<file path="config.mk">
export PLATFORM = sky130hd
export DESIGN_NAME = lcd_row_scan
export DESIGN_NICKNAME = d
export VERILOG_FILES = /design/src/rtl/scan_pkg.sv /design/src/rtl/scan_ctrl.sv /design/src/rtl/scan_datapath.sv /design/src/rtl/lcd_row_scan.sv
export SDC_FILE = /design/constraint.sdc
export NUM_CORES = 1
export LEC_CHECK = 0
export BUFFER_PORTS_ARGS = -buffer_cell sky130_fd_sc_hd__buf_4
export CAP_MARGIN = 10
export CORE_UTILIZATION = 56
export CTS_CLUSTER_DIAMETER = 200
export CTS_CLUSTER_SIZE = 16
export DETAILED_ROUTE_END_ITERATION = 12
export GPL_ROUTABILITY_DRIVEN = 0
export PLACE_DENSITY = 0.81
export SYNTH_ARGS = -nofsm -noshare
export SYNTH_HDL_FRONTEND = slang
export SYNTH_HIERARCHICAL = 1
export SYNTH_SLANG_ARGS = --single-unit
</file>
<file path="constraint.sdc">
create_clock -name clk -period 3.4 [get_ports clk]
set_clock_uncertainty 0.15 [all_clocks]
set_input_delay 0.68 -clock clk [delete_from_list [all_inputs] [get_ports clk]]
set_output_delay 0.68 -clock clk [all_outputs]
set_load 0.05 [all_outputs]
</file>
<file path="src/rtl/scan_pkg.sv">
package scan_pkg;

  // Number of halves that the segment row is fetched in
  localparam int SCAN_HALVES = 2;

  // Strobes sent by the control to the datapath
  typedef struct packed {
    logic capEn;     // ramData holds a valid half this cycle
    logic capSel;    // which half is on ramData
    logic lineLoad;  // line boundary: move shadow into display latch
  } scan_strobe_t;

endpackage

</file>
<file path="src/rtl/scan_ctrl.sv">
module scan_ctrl
  import scan_pkg::*;
#(
  parameter int ROWS     = 64,
  parameter int DIV_FAST = 96,
  parameter int DIV_SLOW = 48,
  localparam int LINE_AW = $clog2(ROWS),
  localparam int CW      = $clog2(DIV_FAST + 1)
) (
  input  logic               clk,
  input  logic               rstN,
  input  logic               fastSel,
  input  logic               shiftEdge,
  input  logic [LINE_AW-1:0] startLine,
  output scan_strobe_t       strobes,
  output logic [LINE_AW-1:0] rowIdx,
  output logic               live,
  output logic               ramReq,
  output logic               ramHalf,
  output logic [LINE_AW-1:0] ramLine,
  output logic               lineClk,
  output logic               acPhase
);

  localparam logic [LINE_AW-1:0] LAST_ROW = LINE_AW'(ROWS - 1);

  logic [CW-1:0] divCnt;
  logic [CW-1:0] divLim;
  logic [CW-1:0] halfLim;
  logic [CW-1:0] advPt;
  logic          reqLo;
  logic          reqHi;
  logic          lineLoad;
  logic          lastRow;
  logic [LINE_AW-1:0] lineAddr;
  logic [LINE_AW-1:0] pendLine;
  logic [LINE_AW-1:0] nextLine;
  logic          capReg;
  logic          capSelReg;

  // Divider: length of a line in oscillator cycles
  assign divLim  = fastSel ? CW'(DIV_FAST) : CW'(DIV_SLOW);
  assign halfLim = divLim >> 1;
  // Line boundary lands on the chosen edge of the line clock
  assign advPt   = shiftEdge ? (divLim - CW'(1)) : (halfLim - CW'(1));

  always_ff @(posedge clk or negedge rstN) begin
    if (!rstN) begin
      divCnt <= '0;
    end else if (divCnt >= divLim - CW'(1)) begin
      divCnt <= '0;
    end else begin
      divCnt <= divCnt + CW'(1);
    end
  end

  assign lineClk  = (divCnt < halfLim);
  assign reqLo    = (divCnt == advPt - CW'(3));
  assign reqHi    = (divCnt == advPt - CW'(2));
  assign lineLoad = (divCnt == advPt);

  // Line address of the row that follows the current one
  assign lastRow  = (rowIdx == LAST_ROW);
  always_comb begin
    if (lastRow) begin
      nextLine = startLine;
    end else if (lineAddr == LAST_ROW) begin
      nextLine = '0;
    end else begin
      nextLine = lineAddr + LINE_AW'(1);
    end
  end

  always_ff @(posedge clk or negedge rstN) begin
    if (!rstN) begin
      pendLine <= '0;
    end else if (reqLo) begin
      pendLine <= nextLine;
    end
  end

  assign ramReq  = reqLo | reqHi;
  assign ramHalf = reqHi;
  assign ramLine = reqLo ? nextLine : pendLine;

  // Read data arrives one cycle after the request
  always_ff @(posedge clk or negedge rstN) begin
    if (!rstN) begin
      capReg    <= 1'b0;
      capSelReg <= 1'b0;
    end else begin
      capReg    <= ramReq;
      capSelReg <= ramHalf;
    end
  end

  always_comb begin
    strobes.capEn    = capReg;
    strobes.capSel   = capSelReg;
    strobes.lineLoad = lineLoad;
  end

  // Row position, line counter and frame alternation
  always_ff @(posedge clk or negedge rstN) begin
    if (!rstN) begin
      rowIdx   <= LAST_ROW;
      lineAddr <= '0;
      live     <= 1'b0;
      acPhase  <= 1'b0;
    end else if (lineLoad) begin
      rowIdx   <= lastRow ? '0 : rowIdx + LINE_AW'(1);
      lineAddr <= pendLine;
      live     <= 1'b1;
      if (lastRow) begin
        acPhase <= ~acPhase;
      end
    end
  end


  req_pair_chk: assert property (@(posedge clk) disable iff (!rstN)
    (ramReq && ramHalf) |-> ($past(ramReq) && !$past(ramHalf)));


  req_line_chk: assert property (@(posedge clk) disable iff (!rstN)
    (ramReq && ramHalf) |-> (ramLine == $past(ramLine)));


  ac_edge_chk: assert property (@(posedge clk) disable iff (!rstN)
    (acPhase != $past(acPhase)) |-> (rowIdx == '0 && $past(strobes.lineLoad)));


  line_step_chk: assert property (@(posedge clk) disable iff (!rstN)
    ($past(strobes.lineLoad) && rowIdx != '0) |->
      (lineAddr == (($past(lineAddr) == LAST_ROW) ? '0 : $past(lineAddr) + LINE_AW'(1))));


  div_range_chk: assert property (@(posedge clk) disable iff (!rstN)
    divCnt < divLim);

endmodule

</file>
<file path="src/rtl/scan_datapath.sv">
module scan_datapath
  import scan_pkg::*;
#(
  parameter int ROWS      = 64,
  parameter int HALF_COLS = 64,
  localparam int LINE_AW  = $clog2(ROWS),
  localparam int SEGS     = SCAN_HALVES * HALF_COLS
) (
  input  logic                 clk,
  input  logic                 rstN,
  input  scan_strobe_t         strobes,
  input  logic [LINE_AW-1:0]   rowIdx,
  input  logic                 live,
  input  logic                 comDir,
  input  logic                 segDir,
  input  logic                 dispOn,
  input  logic [HALF_COLS-1:0] ramData,
  output logic [ROWS-1:0]      comSel,
  output logic [SEGS-1:0]      segOn
);

  logic [SCAN_HALVES-1:0][HALF_COLS-1:0] shadow;
  logic [SCAN_HALVES-1:0][HALF_COLS-1:0] dispLat;
  logic [SEGS-1:0]                       mapped;

  // Shadow capture per half, then transfer at the line boundary
  for (genvar h = 0; h < SCAN_HALVES; h++) begin : g_half
    always_ff @(posedge clk or negedge rstN) begin
      if (!rstN) begin
        shadow[h]  <= '0;
        dispLat[h] <= '0;
      end else begin
        if (strobes.capEn && strobes.capSel == 1'(h)) begin
          shadow[h] <= ramData;
        end
        if (strobes.lineLoad) begin
          dispLat[h] <= shadow[h];
        end
      end
    end

    // Column order inside each half
    for (genvar c = 0; c < HALF_COLS; c++) begin : g_col
      assign mapped[h*HALF_COLS + c] =
        segDir ? dispLat[h][c] : dispLat[h][HALF_COLS-1-c];
    end
  end

  assign segOn = dispOn ? mapped : '0;

  // One-hot common select, direction chosen by comDir
  for (genvar i = 0; i < ROWS; i++) begin : g_com
    assign comSel[i] = live &&
      (comDir ? (rowIdx == LINE_AW'(i)) : (rowIdx == LINE_AW'(ROWS-1-i)));
  end


  com_onehot_chk: assert property (@(posedge clk) disable iff (!rstN)
    $onehot0(comSel));


  com_single_chk: assert property (@(posedge clk) disable iff (!rstN)
    live |-> ($countones(comSel) == 1));


  seg_hold_chk: assert property (@(posedge clk) disable iff (!rstN)
    !$past(strobes.lineLoad) |-> $stable(dispLat));


  com_hold_chk: assert property (@(posedge clk) disable iff (!rstN)
    (!$past(strobes.lineLoad) && $stable(comDir)) |-> $stable(comSel));

endmodule

</file>
<file path="src/rtl/lcd_row_scan.sv">
module lcd_row_scan
  import scan_pkg::*;
#(
  parameter int ROWS      = 64,
  parameter int HALF_COLS = 64,
  parameter int DIV_FAST  = 96,
  parameter int DIV_SLOW  = 48,
  localparam int LINE_AW  = $clog2(ROWS),
  localparam int SEGS     = SCAN_HALVES * HALF_COLS
) (
  input  logic                 clk,
  input  logic                 rstN,
  input  logic                 fastSel,
  input  logic                 shiftEdge,
  input  logic                 comDir,
  input  logic                 segDir,
  input  logic                 dispOn,
  input  logic [LINE_AW-1:0]   startLine,
  input  logic [HALF_COLS-1:0] ramData,
  output logic                 ramReq,
  output logic                 ramHalf,
  output logic [LINE_AW-1:0]   ramLine,
  output logic                 lineClk,
  output logic                 acPhase,
  output logic [ROWS-1:0]      comSel,
  output logic [SEGS-1:0]      segOn
);

  scan_strobe_t       strobes;
  logic [LINE_AW-1:0] rowIdx;
  logic               live;

  scan_ctrl #(
    .ROWS     (ROWS),
    .DIV_FAST (DIV_FAST),
    .DIV_SLOW (DIV_SLOW)
  ) u_ctrl (
    .clk       (clk),
    .rstN      (rstN),
    .fastSel   (fastSel),
    .shiftEdge (shiftEdge),
    .startLine (startLine),
    .strobes   (strobes),
    .rowIdx    (rowIdx),
    .live      (live),
    .ramReq    (ramReq),
    .ramHalf   (ramHalf),
    .ramLine   (ramLine),
    .lineClk   (lineClk),
    .acPhase   (acPhase)
  );

  scan_datapath #(
    .ROWS      (ROWS),
    .HALF_COLS (HALF_COLS)
  ) u_dp (
    .clk     (clk),
    .rstN    (rstN),
    .strobes (strobes),
    .rowIdx  (rowIdx),
    .live    (live),
    .comDir  (comDir),
    .segDir  (segDir),
    .dispOn  (dispOn),
    .ramData (ramData),
    .comSel  (comSel),
    .segOn   (segOn)
  );


  reset_quiet_chk: assert property (@(posedge clk)
    !rstN |-> (!ramReq && !acPhase && comSel == '0 && segOn == '0));

endmodule

</file>
* Yosys cells after proc, flatten, opt, wreduce, memory -nomap -nowiden
Cells that the tools add are included.
Word-level totals: register bits after elaboration 285, input port bits 77, output and inout port bits 202, logic and storage cells 359
Operators by class: add/sub/neg operators 7, $lt $le $gt $ge 2, equal/unequal tests 67, mux-type cells 200, bitwise gates (word level) 3, reductions and logical operators 68
Operators with widths (number):
- 6-bit == test, second input constant | 33
- 1-bit 2-to-1 mux | 192
- 128-bit 2-to-1 mux | 1
- 6-bit by 5-bit == test with 1-bit output, second input constant | 16
- 1-bit logical AND | 66
- 6-bit by 4-bit == test with 1-bit output, second input constant | 8
- 6-bit by 3-bit == test with 1-bit output, second input constant | 4
- 6-bit 2-to-1 mux | 4
- 7-bit == test | 3
- 7-bit 2-to-1 mux | 3
- 7-bit by 2-bit subtractor with 7-bit output, second input constant | 2
- 6-bit by 1-bit adder with 6-bit output, second input constant | 2
- 6-bit by 2-bit == test with 1-bit output, second input constant | 2
- 7-bit by 1-bit adder with 7-bit output, second input constant | 1
- 7-bit >= comparator | 1
- 7-bit by 6-bit < comparator with 1-bit output | 1
- 6-bit by 1-bit subtractor with 7-bit output, second input constant | 1
- 7-bit by 1-bit subtractor with 7-bit output, second input constant | 1
- 6-bit by 1-bit == test with 1-bit output, second input constant | 1
- 6-bit zero test | 1
- 1-bit inverter | 2
- 2-bit AND reduction | 1
- 1-bit bitwise OR | 1

* Depth between registers and ports, before layout
Gate-level depths: netlist (run 1).
word-level depth 6, mapped depth 10, mapped depth without buffers 7

* Modules after synthesis
The synthesis (run 1) kept the hierarchy.
By module, submodules not included:
- scan_datapath | instances 1, cells an instance 1014, area each 12827.3 µm², sequential area each 6406.1 µm²
- scan_ctrl | instances 1, cells an instance 143, area each 1614.0 µm², sequential area each 733.2 µm²

* Worst setup path before layout (run 1)
No wires, ideal clock.
path type input port to output port, from input port fastSel, to output port ramLine[5], arrival time 2.603 ns, data required time 2.570 ns, slack -0.033 ns, cell stages on the path 7, buffers on the path 1, path through inv_1 > ha_1 > nor3b_1 > o2111a_2 > buf_6 > a21oi_1 > a41oi_1
On the way: longest elaborated chain between the ends 6, elaborated cells on any way between the ends 7, those cells by class add/sub: 3; eq/ne: 1; mux: 3
RTL lines:
- start: declaration | RTL line lcd_row_scan.sv:13 | input logic fastSel,
- 7-bit 2-to-1 mux * | RTL line scan_ctrl.sv:42 | assign divLim = fastSel ? CW'(DIV_FAST) : CW'(DIV_SLOW);
- 7-bit by 1-bit subtractor with 7-bit output / 6-bit by 1-bit subtractor with 7-bit output (equally long branches) | RTL line scan_ctrl.sv:45 | assign advPt = shiftEdge ? (divLim - CW'(1)) : (halfLim - CW'(1));
- 7-bit 2-to-1 mux * | RTL line scan_ctrl.sv:45
- 7-bit by 2-bit subtractor with 7-bit output * | RTL line scan_ctrl.sv:58 | assign reqLo = (divCnt == advPt - CW'(3));
- 7-bit == test * | RTL line scan_ctrl.sv:58
- 6-bit 2-to-1 mux * | RTL line scan_ctrl.sv:84 | assign ramLine = reqLo ? nextLine : pendLine;
- end: declaration | RTL line lcd_row_scan.sv:22 | output logic [LINE_AW-1:0] ramLine,
Every way passes the cells marked *; elsewhere a longest branch is shown, timed or not.

* Final worst setup path (run 1)
from register u_ctrl.rowIdx[0], to output port ramLine[4]
On the way: longest elaborated chain between the ends 3
RTL lines:
- start: declaration | RTL line scan_ctrl.sv:16 | output logic [LINE_AW-1:0] rowIdx,
- start signal: assignment | RTL line scan_ctrl.sv:111 | rowIdx <= lastRow ? '0 : rowIdx + LINE_AW'(1);
- 6-bit == test | RTL line scan_ctrl.sv:63 | assign lastRow = (rowIdx == LAST_ROW);
- 6-bit 2-to-1 mux | RTL line scan_ctrl.sv:65 | if (lastRow) begin
- 6-bit 2-to-1 mux | RTL line scan_ctrl.sv:84
No other way between the ends.

==> run_results.csv, run 1 <==
group,metric,value,unit
timing,drv_slew,0,
detailed_routing,top_layer,"met4",
power_and_ir_drop,power_leakage,0.00851,µW
detailed_routing,dr.pass1.iters,5,
power_and_ir_drop,peakVddDrop,0.477,mV
timing,relSlewSlack,29.7,%
critical_path,cp_cell_sequence,"ha_1, and3_1, and2_1, mux2_2, mux2_4, buf_4",
min_path,hold_class,"in2async",
critical_path,arrival,2.50,ns
logic_synthesis,yosys.area.top_type,"dfrtp_1",
logic_synthesis,synth_edf_count,0,
floorplanning,core_area,25300,µm²
timing,tns,0,ns
placed_design,io_buffers,278,
clock_network,cts_tree,"yes",
clock_network,h-tree-depth,1,
run,maxCapViolCount,0,
timing,rsz0062_at_grt,"no",
finish,area_growth_syn_to_layout,20.7,%
floorplanning,dieWidth,163,µm
detailed_routing,drc_errors,0,
timing,finalSetupViolCount,0,
logic_synthesis,synth_nets,1245,
timing,tightest_slew,1.05,ns
floorplanning,die_y,163,µm
critical_path,cp-start-kind,"flip-flop",
logic_synthesis,synth_area_leaders,"dfrtp_1 (48%), mux2_2 (11%), mux2_1 (9.4%), mux2i_1 (8.9%), nor2b_1 (5.6%)",
global_routing,antenna_found_initial,1,
finish,drive_above_1_share,35.7,%
global_routing,grt_overflow,0,
clock_network,clk_pin_slew,0.07,ns
timing,max_freq,300,MHz
critical_path,end_kind,"output port",
logic_synthesis,synth_top_cell_area_share,48.3,%
finish,final_util,69.0,%
critical_path,cp.buffers_inverters,1,
logic_synthesis,yosys_register_bits,285,
logic_synthesis,ys.flop_type,"dfrtp_1",
critical_path,crit_required,2.57,ns
placed_design,hpwl,21900,µm
timing,post-route-min-period,3.33,ns
global_routing,grt_pass1_vias,9822,
logic_synthesis,yosysMostFrequentCell,"dfrtp_1",
detailed_routing,wl_met1,13900,µm
floorplanning,dieArea,26400,µm²
timing,post-route-period-util,97.9,%
global_routing,grt_util_all_layers,24.0,%
logic_synthesis,yosysWarnings,6,
clock_network,cts_buffer_depth,3,
logic_synthesis,synthArstFlopShare,100,%
critical_path,slowest_stage,"dfstp_2",
logic_synthesis,yosysSeqAreaShare,49.4,%
detailed_routing,drt_iter0_drc,581,
logic_synthesis,synth_commonest_cells,"dfrtp_1 (279), mux2_2 (144), nor2b_1 (130)",
clock_network,cts_root_buffer,"clkbuf_16",
clock_network,numCtsBuffers,21,
global_routing,grt_max_degree,97,
critical_path,crit_path_max_incr_delay,0.54,ns
logic_synthesis,synthDistinctLibCells,53,
clock_network,clock_sinks,285,
logic_synthesis,syn_inst,1157,
critical_path,cp_top_family,"multiplexers",
detailed_routing,antenna_left,0,
critical_path,crit_path_start,"u_ctrl/rowIdx[0]",
critical_path,reg2reg_from,"u_ctrl/divCnt[4]",
clock_network,hold_buffers,0,
detailed_routing,drt-total-wl,31600,µm
detailed_routing,wl_per_cell,18.3,µm
floorplanning,placementRows,58,
floorplanning,start_util,57.2,%
detailed_routing,met2WireLength,15600,µm
timing,hold_viol,0,
floorplanning,ios,279,
critical_path,setup.worst_path.class,"reg2out",
detailed_routing,dr_wl_met3,1380,µm
finish,fin_nets,1478,
clock_network,worstSkewPairLatency,0.51,ns
logic_synthesis,avgSynthCellArea,12.5,µm²
detailed_routing,vias,9722,
global_routing,grt_pass1_wl,51000,µm
critical_path,cp_max_fo,4,
detailed_routing,drt-vias-per-instance,5.63,
status,outcome,"completed",
logic_synthesis,synth_area,14400,µm²
power_and_ir_drop,pwr_density_cell,507,nW/µm²
## path summary, 6_finish.rpt
path                                          to  slack [ns]  cells after the start
max in group asynchronous       u_ctrl/rowIdx[1]        2.18                      2
worst min register to register    u_ctrl/acPhase        0.33                      1
worst min-delay path            u_dp/shadow[113]        0.05                      1
min in group clk                u_dp/shadow[119]        0.24                      2
worst max register to register  u_dp/dispLat[15]        0.93                      7
worst max-delay path                  ramLine[4]        0.07                      6
## area by class of cell
cell class              count  area, µm²
diodes                      1       2.50
clock buffers              27        548
clock inverters             2       13.8
fillers                  1890       7820
inverters                   7       28.8
multi-input cells         766       6840
flip-flops and latches    285       7150
well taps                 330        413
repair buffers            309       2450
## logic make-up after synthesis
group	synth area share [%]
mux	29.9
flops	49.4
simple gates	11.5
buf+inv	3.47
compound gates	3.86
xor+xnor	0.788
fa+ha+maj	0.953
## what timing repair did
item	4_1_cts	5_1_grt
endpoints found under the setup margin	4	5
buffers inserted	2	0
resized for setup	0	4
## flip-flops by register name (all words and copies together) (netlist names)
name / cells
u_ctrl/acPhase: 1
u_ctrl/lineAddr: 6
u_ctrl/capReg: 1
u_ctrl/live: 1
u_ctrl/divCnt: 7
u_dp/dispLat: 128
u_ctrl/pendLine: 6
u_ctrl/rowIdx: 6
u_ctrl/capSelReg: 1
u_dp/shadow: 128
## layer usage
layer / GRT usage [%] / up-vias
met5: 0 / -
met4: 6.03 / 0
met3: 2.83 / 49
met2: 40.9 / 258
met1: 32.8 / 4875
li1: - / 4540
## per-stage QoR
step | hold WS [ns] | cell area [µm²] | instances | setup WS (ns) | total power [µW]
2_1_floorplan | 0.234 | 14500 | 1157 | 0.260 | 5940
6_report | 0.0497 | 17400 | 1727 | 0.0711 | 8840
3_3_place_gp | 0.311 | 16800 | 1695 | 0.170 | 6550
4_1_cts | 0.0784 | 17400 | 1726 | 0.0721 | 8920
5_1_grt | 0.105 | 17400 | 1727 | 0.000109 | 9280
3_5_place_dp | 0.315 | 16800 | 1695 | 0.101 | 6660
## where the power goes
part           switching [µW]  leakage [µW]  internal, µW
Sequential                395       0.00374          3960
Clock                    1110      0.000274          1130
Combinational            1300       0.00450           948
Total                    2800       0.00851          6040
## worst reg2reg max path, cell delays in order, from the launching register on
cell and delay [ns]:
dfrtp_1 0.46, nor3b_2 0.25, o2111a_2 0.33, buf_4 0.17, nand2_2 0.08, inv_4 0.27, buf_4 0.29, mux2_2 0.36
## cells in the final DEF (no fill, tap or decap), types with 6 or more instances in the layout
cell type	Yosys	routed
xor2_1	6	6
inv_1	6	6
xnor2_1	7	7
clkbuf_1	37	6
buf_12	0	9
nor2b_1	130	129
nor3_1	7	7
nand4bb_1	6	6
nand2_1	7	6
mux2i_1	129	129
mux2_1	120	120
and2_1	66	66
mux2_2	144	144
ha_1	11	11
dfrtp_1	279	279
clkbuf_16	0	21
o22ai_1	64	64
buf_4	3	297
nand3_1	13	13
No activity file was read; power rests on OpenSTA's default activity.
==> run 2: changes to the inputs <==
--- a/config.mk
+++ b/config.mk
@@ -7,12 +7,13 @@
 export LEC_CHECK = 0
 export BUFFER_PORTS_ARGS = -buffer_cell sky130_fd_sc_hd__buf_4
 export CAP_MARGIN = 10
-export CORE_UTILIZATION = 56
+export CORE_UTILIZATION = 58
+export CTS_BUF_LIST = sky130_fd_sc_hd__clkbuf_4 sky130_fd_sc_hd__clkbuf_8
 export CTS_CLUSTER_DIAMETER = 200
 export CTS_CLUSTER_SIZE = 16
 export DETAILED_ROUTE_END_ITERATION = 12
 export GPL_ROUTABILITY_DRIVEN = 0
-export PLACE_DENSITY = 0.81
+export PLACE_DENSITY_LB_ADDON = 0.1
 export SYNTH_ARGS = -nofsm -noshare
 export SYNTH_HDL_FRONTEND = slang
 export SYNTH_HIERARCHICAL = 1
==> run_results.csv, run 2 (synthesized netlist as in run 1, its figures left out) <==
group,metric,value,unit
power_and_ir_drop,power_leakage,0.00841,µW
timing,max_freq,304,MHz
critical_path,cp-start-kind,"flip-flop",
detailed_routing,drt_iter0_drc,422,
finish,layout_commonest_cell,"buf_4",
critical_path,reg2reg_from,"u_ctrl/divCnt[3]",
floorplanning,placementRows,57,
clock_network,cts_tree,"yes",
detailed_routing,drc_errors,0,
timing,tns,0,ns
detailed_routing,antenna_left,0,
min_path,hold_end,"u_dp/shadow[122]",
clock_network,h-tree-depth,1,
global_routing,antenna_found_initial,0,
detailed_routing,dr.pass1.iters,4,
critical_path,cp_cell_sequence,"buf_4, or3b_1, o22ai_1, and2_1, buf_4",
detailed_routing,drt-total-wl,31200,µm
critical_path,setup.worst_path.class,"reg2out",
run,maxCapViolCount,0,
critical_path,crit_path_max_incr_delay,0.60,ns
global_routing,grt_max_degree,85,
power_and_ir_drop,pwr_density_cell,480,nW/µm²
timing,post-route-min-period,3.29,ns
finish,final_cell_mix,"buf_4 (290), dfrtp_1 (279), mux2_2 (144)",
finish,drive_above_1_share,36.1,%
critical_path,end_kind,"output port",
clock_network,clock_sinks,285,
clock_network,cts_buffer_depth,3,
global_routing,grt_pass1_wl,50700,µm
global_routing,met2_usage,39.8,%
placed_design,io_buffers,278,
finish,area_growth_syn_to_layout,19.3,%
finish,fin_nets,1474,
clock_network,numCtsBuffers,21,
critical_path,ff2ff_path_depth,7,
finish,num_antenna_cells,0,
critical_path,crit_path_start,"u_ctrl/rowIdx[0]",
global_routing,grt_pass1_vias,9577,
floorplanning,die_y,160,µm
finish,stdcell_count,1716,
critical_path,arrival,2.46,ns
finish,final_util,70.6,%
clock_network,cts_root_buffer,"clkbuf_8",
min_path,hp-start,"ramData[58]",
critical_path,rrSetupSlack,0.87,ns
floorplanning,start_util,59.2,%
timing,hold_viol,0,
power_and_ir_drop,power.total,8270,µW
detailed_routing,vias,9653,
global_routing,grt_util_met1,34.5,%
timing,rsz0062_at_grt,"no",
critical_path,cp_max_fo,16,
placed_design,hpwl,21300,µm
critical_path,regToRegEndpoint,"u_dp/dispLat[105]",
critical_path,crit_required,2.57,ns
floorplanning,dieArea,25500,µm²
critical_path,slowest_stage,"or3b_1",
min_path,hold_path_depth,2,
timing,relSlewSlack,31.4,%
power_and_ir_drop,peakVddDrop,0.346,mV
placed_design,place_inst,1680,
placed_design,place_area,16800,µm²
finish,fin_area,17200,µm²
min_path,hold_class,"in2reg",
clock_network,clk_pin_slew,0.11,ns
floorplanning,dieWidth,160,µm
floorplanning,ios,279,
critical_path,cp_common_cell,"buf_4",
floorplanning,core_area,24400,µm²
global_routing,grt.busiest_layer,"met2",
finish,reg_top3,"u_dp/dispLat x128, u_dp/shadow x128, u_ctrl/divCnt x7",
detailed_routing,drt-vias-per-instance,5.63,
timing,finalSetupViolCount,0,
timing,drv_slew,0,
global_routing,grt_util_all_layers,24.4,%
global_routing,met3_usage,3.84,%
status,outcome,"completed",
timing,post-route-period-util,96.8,%
clock_network,worstSkewPairLatency,0.53,ns
timing,tightest_slew,1.03,ns
detailed_routing,wl_per_cell,18.2,µm
global_routing,grt_overflow,0,
## run 2: cell count changes in the layout (fill, tap and decap cells not counted), moves of 3 or more
cell and delta:
clkbuf_4 +6, clkbuf_8 +21, clkbuf_16 -21, buf_4 -7, clkbuf_1 -6, buf_12 +3
## run 2: worst max-delay path, delay by kind of cell (launching register included)
| kind | cells | cell delay [ns] |
|---|---|---|
| DFF | 1 | 0.55 |
| buffers and inverters | 2 | 0.36 |
| AOI/OAI and AO/OA | 1 | 0.25 |
| and+or+nand+nor | 2 | 0.76 |
## run 2: how the worst max path moves through the flow
stage,to,slack [ns],cells after the start
after floorplan,ramLine[1],0.26,7
after global placement,ramLine[4],0.12,8
after detailed placement,ramLine[2],0.07,8
after CTS,ramLine[4],0.01,5
after global routing,comSel[44],0.005,4
final,comSel[62],0.11,5
## run 2: timing repair
action	in CTS	in global routing
hold buffers	1	0
hold endpoints to repair	63	0
setup endpoints to repair	4	24
cloned	0	0
buffers inserted	3	3
pin swaps	0	3
gates resized for setup	0	7
## run 2: metrics by stage
step / setup WS [ns] / hold slack, ns
floorplan: 0.260 / 0.234
global placement: 0.119 / 0.311
detailed placement: 0.0700 / 0.318
CTS: 0.0142 / 0.173
global route: 0.00478 / 0.185
finish: 0.110 / 0.208
## run 2: per-layer routing
metal / part of all wire, % / up-vias
met5: 0 / -
li1: - / 4524
met1: 45 / 4859
met3: 4.7 / 37
met2: 48 / 233
met4: 1.6 / 0
## run 2: power breakdown
group / internal [µW] / switching [µW] / total (µW)
Clock: 638 / 1020 / 1660
Sequential: 3950 / 395 / 4350
Combinational: 951 / 1310 / 2260
## run 2: final cells by class
| class | instances | area [µm²] |
|---|---|---|
| fill | 1793 | 7160 |
| inverter | 7 | 28.8 |
| multi-input combinational | 766 | 6850 |
| sequential | 285 | 7150 |
| clock buffer | 27 | 334 |
| timing repair buffer | 305 | 2450 |
| tap | 324 | 405 |
| clock inverter | 2 | 12.5 |
==> run 3: changes to the inputs <==
--- a/config.mk
+++ b/config.mk
@@ -5,9 +5,10 @@
 export SDC_FILE = /design/constraint.sdc
 export NUM_CORES = 1
 export LEC_CHECK = 0
+export ABC_CLOCK_PERIOD_IN_PS = 3900
 export BUFFER_PORTS_ARGS = -buffer_cell sky130_fd_sc_hd__buf_4
 export CAP_MARGIN = 10
-export CORE_UTILIZATION = 58
+export CORE_UTILIZATION = 62
 export CTS_BUF_LIST = sky130_fd_sc_hd__clkbuf_4 sky130_fd_sc_hd__clkbuf_8
 export CTS_CLUSTER_DIAMETER = 200
 export CTS_CLUSTER_SIZE = 16
==> constraint.sdc (replaced) <==
create_clock -name clk -period 3.9 [get_ports clk]
set_clock_uncertainty 0.15 [all_clocks]
set_input_delay 0.78 -clock clk [delete_from_list [all_inputs] [get_ports clk]]
set_output_delay 0.78 -clock clk [all_outputs]
set_load 0.05 [all_outputs]
==> run_results.csv, run 3 (synthesized netlist as in run 1, its figures left out) <==
group,metric,value,unit
status,outcome,"completed",
clock_network,cts_root_buffer,"clkbuf_8",
floorplanning,start_util,63.6,%
power_and_ir_drop,swShare,33.2,%
timing,layout_setup_ws,0.138,ns
clock_network,post_cts_buffers,0,
detailed_routing,vias,9773,
placed_design,io_buffers,278,
floorplanning,core_area,22700,µm²
clock_network,h-tree-depth,1,
finish,drive_above_1_share,35.4,%
placed_design,pre_cts_ws,0.307,ns
floorplanning,dieArea,23900,µm²
finish,area_growth_syn_to_layout,18.1,%
clock_network,post_cts_resized,0,
clock_network,clk_pin_slew,0.11,ns
global_routing,grt_pass1_vias,9709,
clock_network,numCtsBuffers,21,
power_and_ir_drop,peakVddDrop,0.341,mV
placed_design,place_inst,1641,
finish,stdcell_count,1671,
power_and_ir_drop,power_leakage,0.00835,µW
timing,finalSetupViolCount,0,
critical_path,end_kind,"output port",
global_routing,grt_overflow,0,
placed_design,hpwl,21700,µm
critical_path,setup.worst_path.class,"reg2out",
power_and_ir_drop,combPwrFrac,26.8,%
global_routing,grt_pass1_wl,50900,µm
clock_network,hold_buffers,0,
detailed_routing,wl_per_cell,18.9,µm
critical_path,cp_max_fo,14,
critical_path,cp-start-kind,"flip-flop",
detailed_routing,dr.pass1.iters,4,
timing,hold_viol,0,
floorplanning,ios,279,
min_path,hold_class,"in2async",
timing,post-route-min-period,3.76,ns
finish,fin_nets,1467,
timing,max_freq,266,MHz
timing,tightest_slew,1.05,ns
power_and_ir_drop,p_sw,2390,µW
floorplanning,placementRows,55,
detailed_routing,antenna_left,0,
finish,reg_top3,"u_dp/dispLat x128, u_dp/shadow x128, u_ctrl/divCnt x7",
timing,rsz0062_at_grt,"no",
timing,tns,0,ns
detailed_routing,drc_errors,0,
timing,relSlewSlack,30.0,%
clock_network,clock_sinks,285,
critical_path,crit_required,2.97,ns
clock_network,cts_tree,"yes",
power_and_ir_drop,seq_power_share,52.9,%
detailed_routing,drt-total-wl,31600,µm
clock_network,worstSkewPairLatency,0.54,ns
detailed_routing,drt_iter0_drc,550,
finish,final.fill_count,1567,
global_routing,antenna_found_initial,1,
finish,layout_commonest_cell,"buf_4",
finish,final_util,75.1,%
floorplanning,dieWidth,155,µm
floorplanning,die_y,155,µm
run,maxCapViolCount,0,
power_and_ir_drop,p_int,4810,µW
detailed_routing,drt-vias-per-instance,5.85,
finish,final_cell_mix,"buf_4 (287), dfrtp_1 (279), mux2_2 (144)",
clock_network,cts_buffer_depth,3,
global_routing,grt_max_degree,110,
timing,drv_slew,0,
power_and_ir_drop,pwr-share-clk,20.3,%
timing,fin_hold_ws,0.148,ns
power_and_ir_drop,pwr_density_cell,422,nW/µm²
global_routing,grt_util_all_layers,26.5,%
critical_path,arrival,2.83,ns
timing,post-route-period-util,96.5,%
[run 3: cell count changes in the layout (fill, tap and decap cells not counted), sizes merged]
| cell | before | now |
|---|---|---|
| buf | 304 | 298 |
| diode | 0 | 1 |
| dlygate4sd3 | 1 | 0 |
[run 3: final cells by class]
cell class	count	area (µm²)	share of cell area, %
diodes	1	2.50	0.0147
clock buffers	27	334	1.96
multi-input cells	766	6820	40.0
well taps	285	357	2.09
repair buffers	298	2360	13.8
clock inverters	2	12.5	0.0734
inverters	7	31.3	0.183
flip-flops and latches	285	7140	41.9
[run 3: power by group through the flow]
stage	combinational, µW	clock, µW	sequential [µW]
floorplan	1450	0	3720
global placement	1880	0	3830
detailed placement	1940	0	3860
CTS	1940	1510	3810
global route	2080	1610	3880
finish	1930	1460	3810
[run 3: stage by stage]
| stage | area, µm² | total power, µW |
|---|---|---|
| 2_1_floorplan | 14400 | 5170 |
| 3_3_place_gp | 16700 | 5700 |
| 3_5_place_dp | 16700 | 5800 |
| 4_1_cts | 17100 | 7260 |
| 5_1_grt | 17100 | 7560 |
| 6_report | 17100 | 7200 |
[run 3: per-layer routing]
layer,vias to the layer above,GRT usage [%],part of all wire (%),wire (µm)
met2,258,44.1,49,15300
met4,0,5.52,1.4,456
li1,4513,-,-,-
met3,32,3.98,5.2,1630
met5,-,0,0,0
met1,4970,37.2,45,14100
[run 3: path summary, 6_finish.rpt]
kind | start | end | slack, ns | cells past startpoint
setup / recovery | u_ctrl/rowIdx[0] | ramLine[4] | 0.14 | 6
hold / removal | rstN | u_dp/dispLat[97] | 0.15 | 1
setup reg to reg | u_ctrl/divCnt[5] | u_dp/dispLat[108] | 1.29 | 6
hold reg to reg | u_dp/shadow[3] | u_dp/shadow[3] | 0.34 | 1
max in group asynchronous | rstN | u_dp/dispLat[108] | 2.58 | 2
min in group clk | ramData[61] | u_dp/shadow[61] | 0.31 | 2
[run 3: critical path, stage by stage (launching register included)]
cell and delay [ns]:
dfstp_2 0.67, ha_1 0.25, and3_1 0.26, and2_1 0.26, mux2_2 0.37, mux2_4 0.28
buf_4 0.19
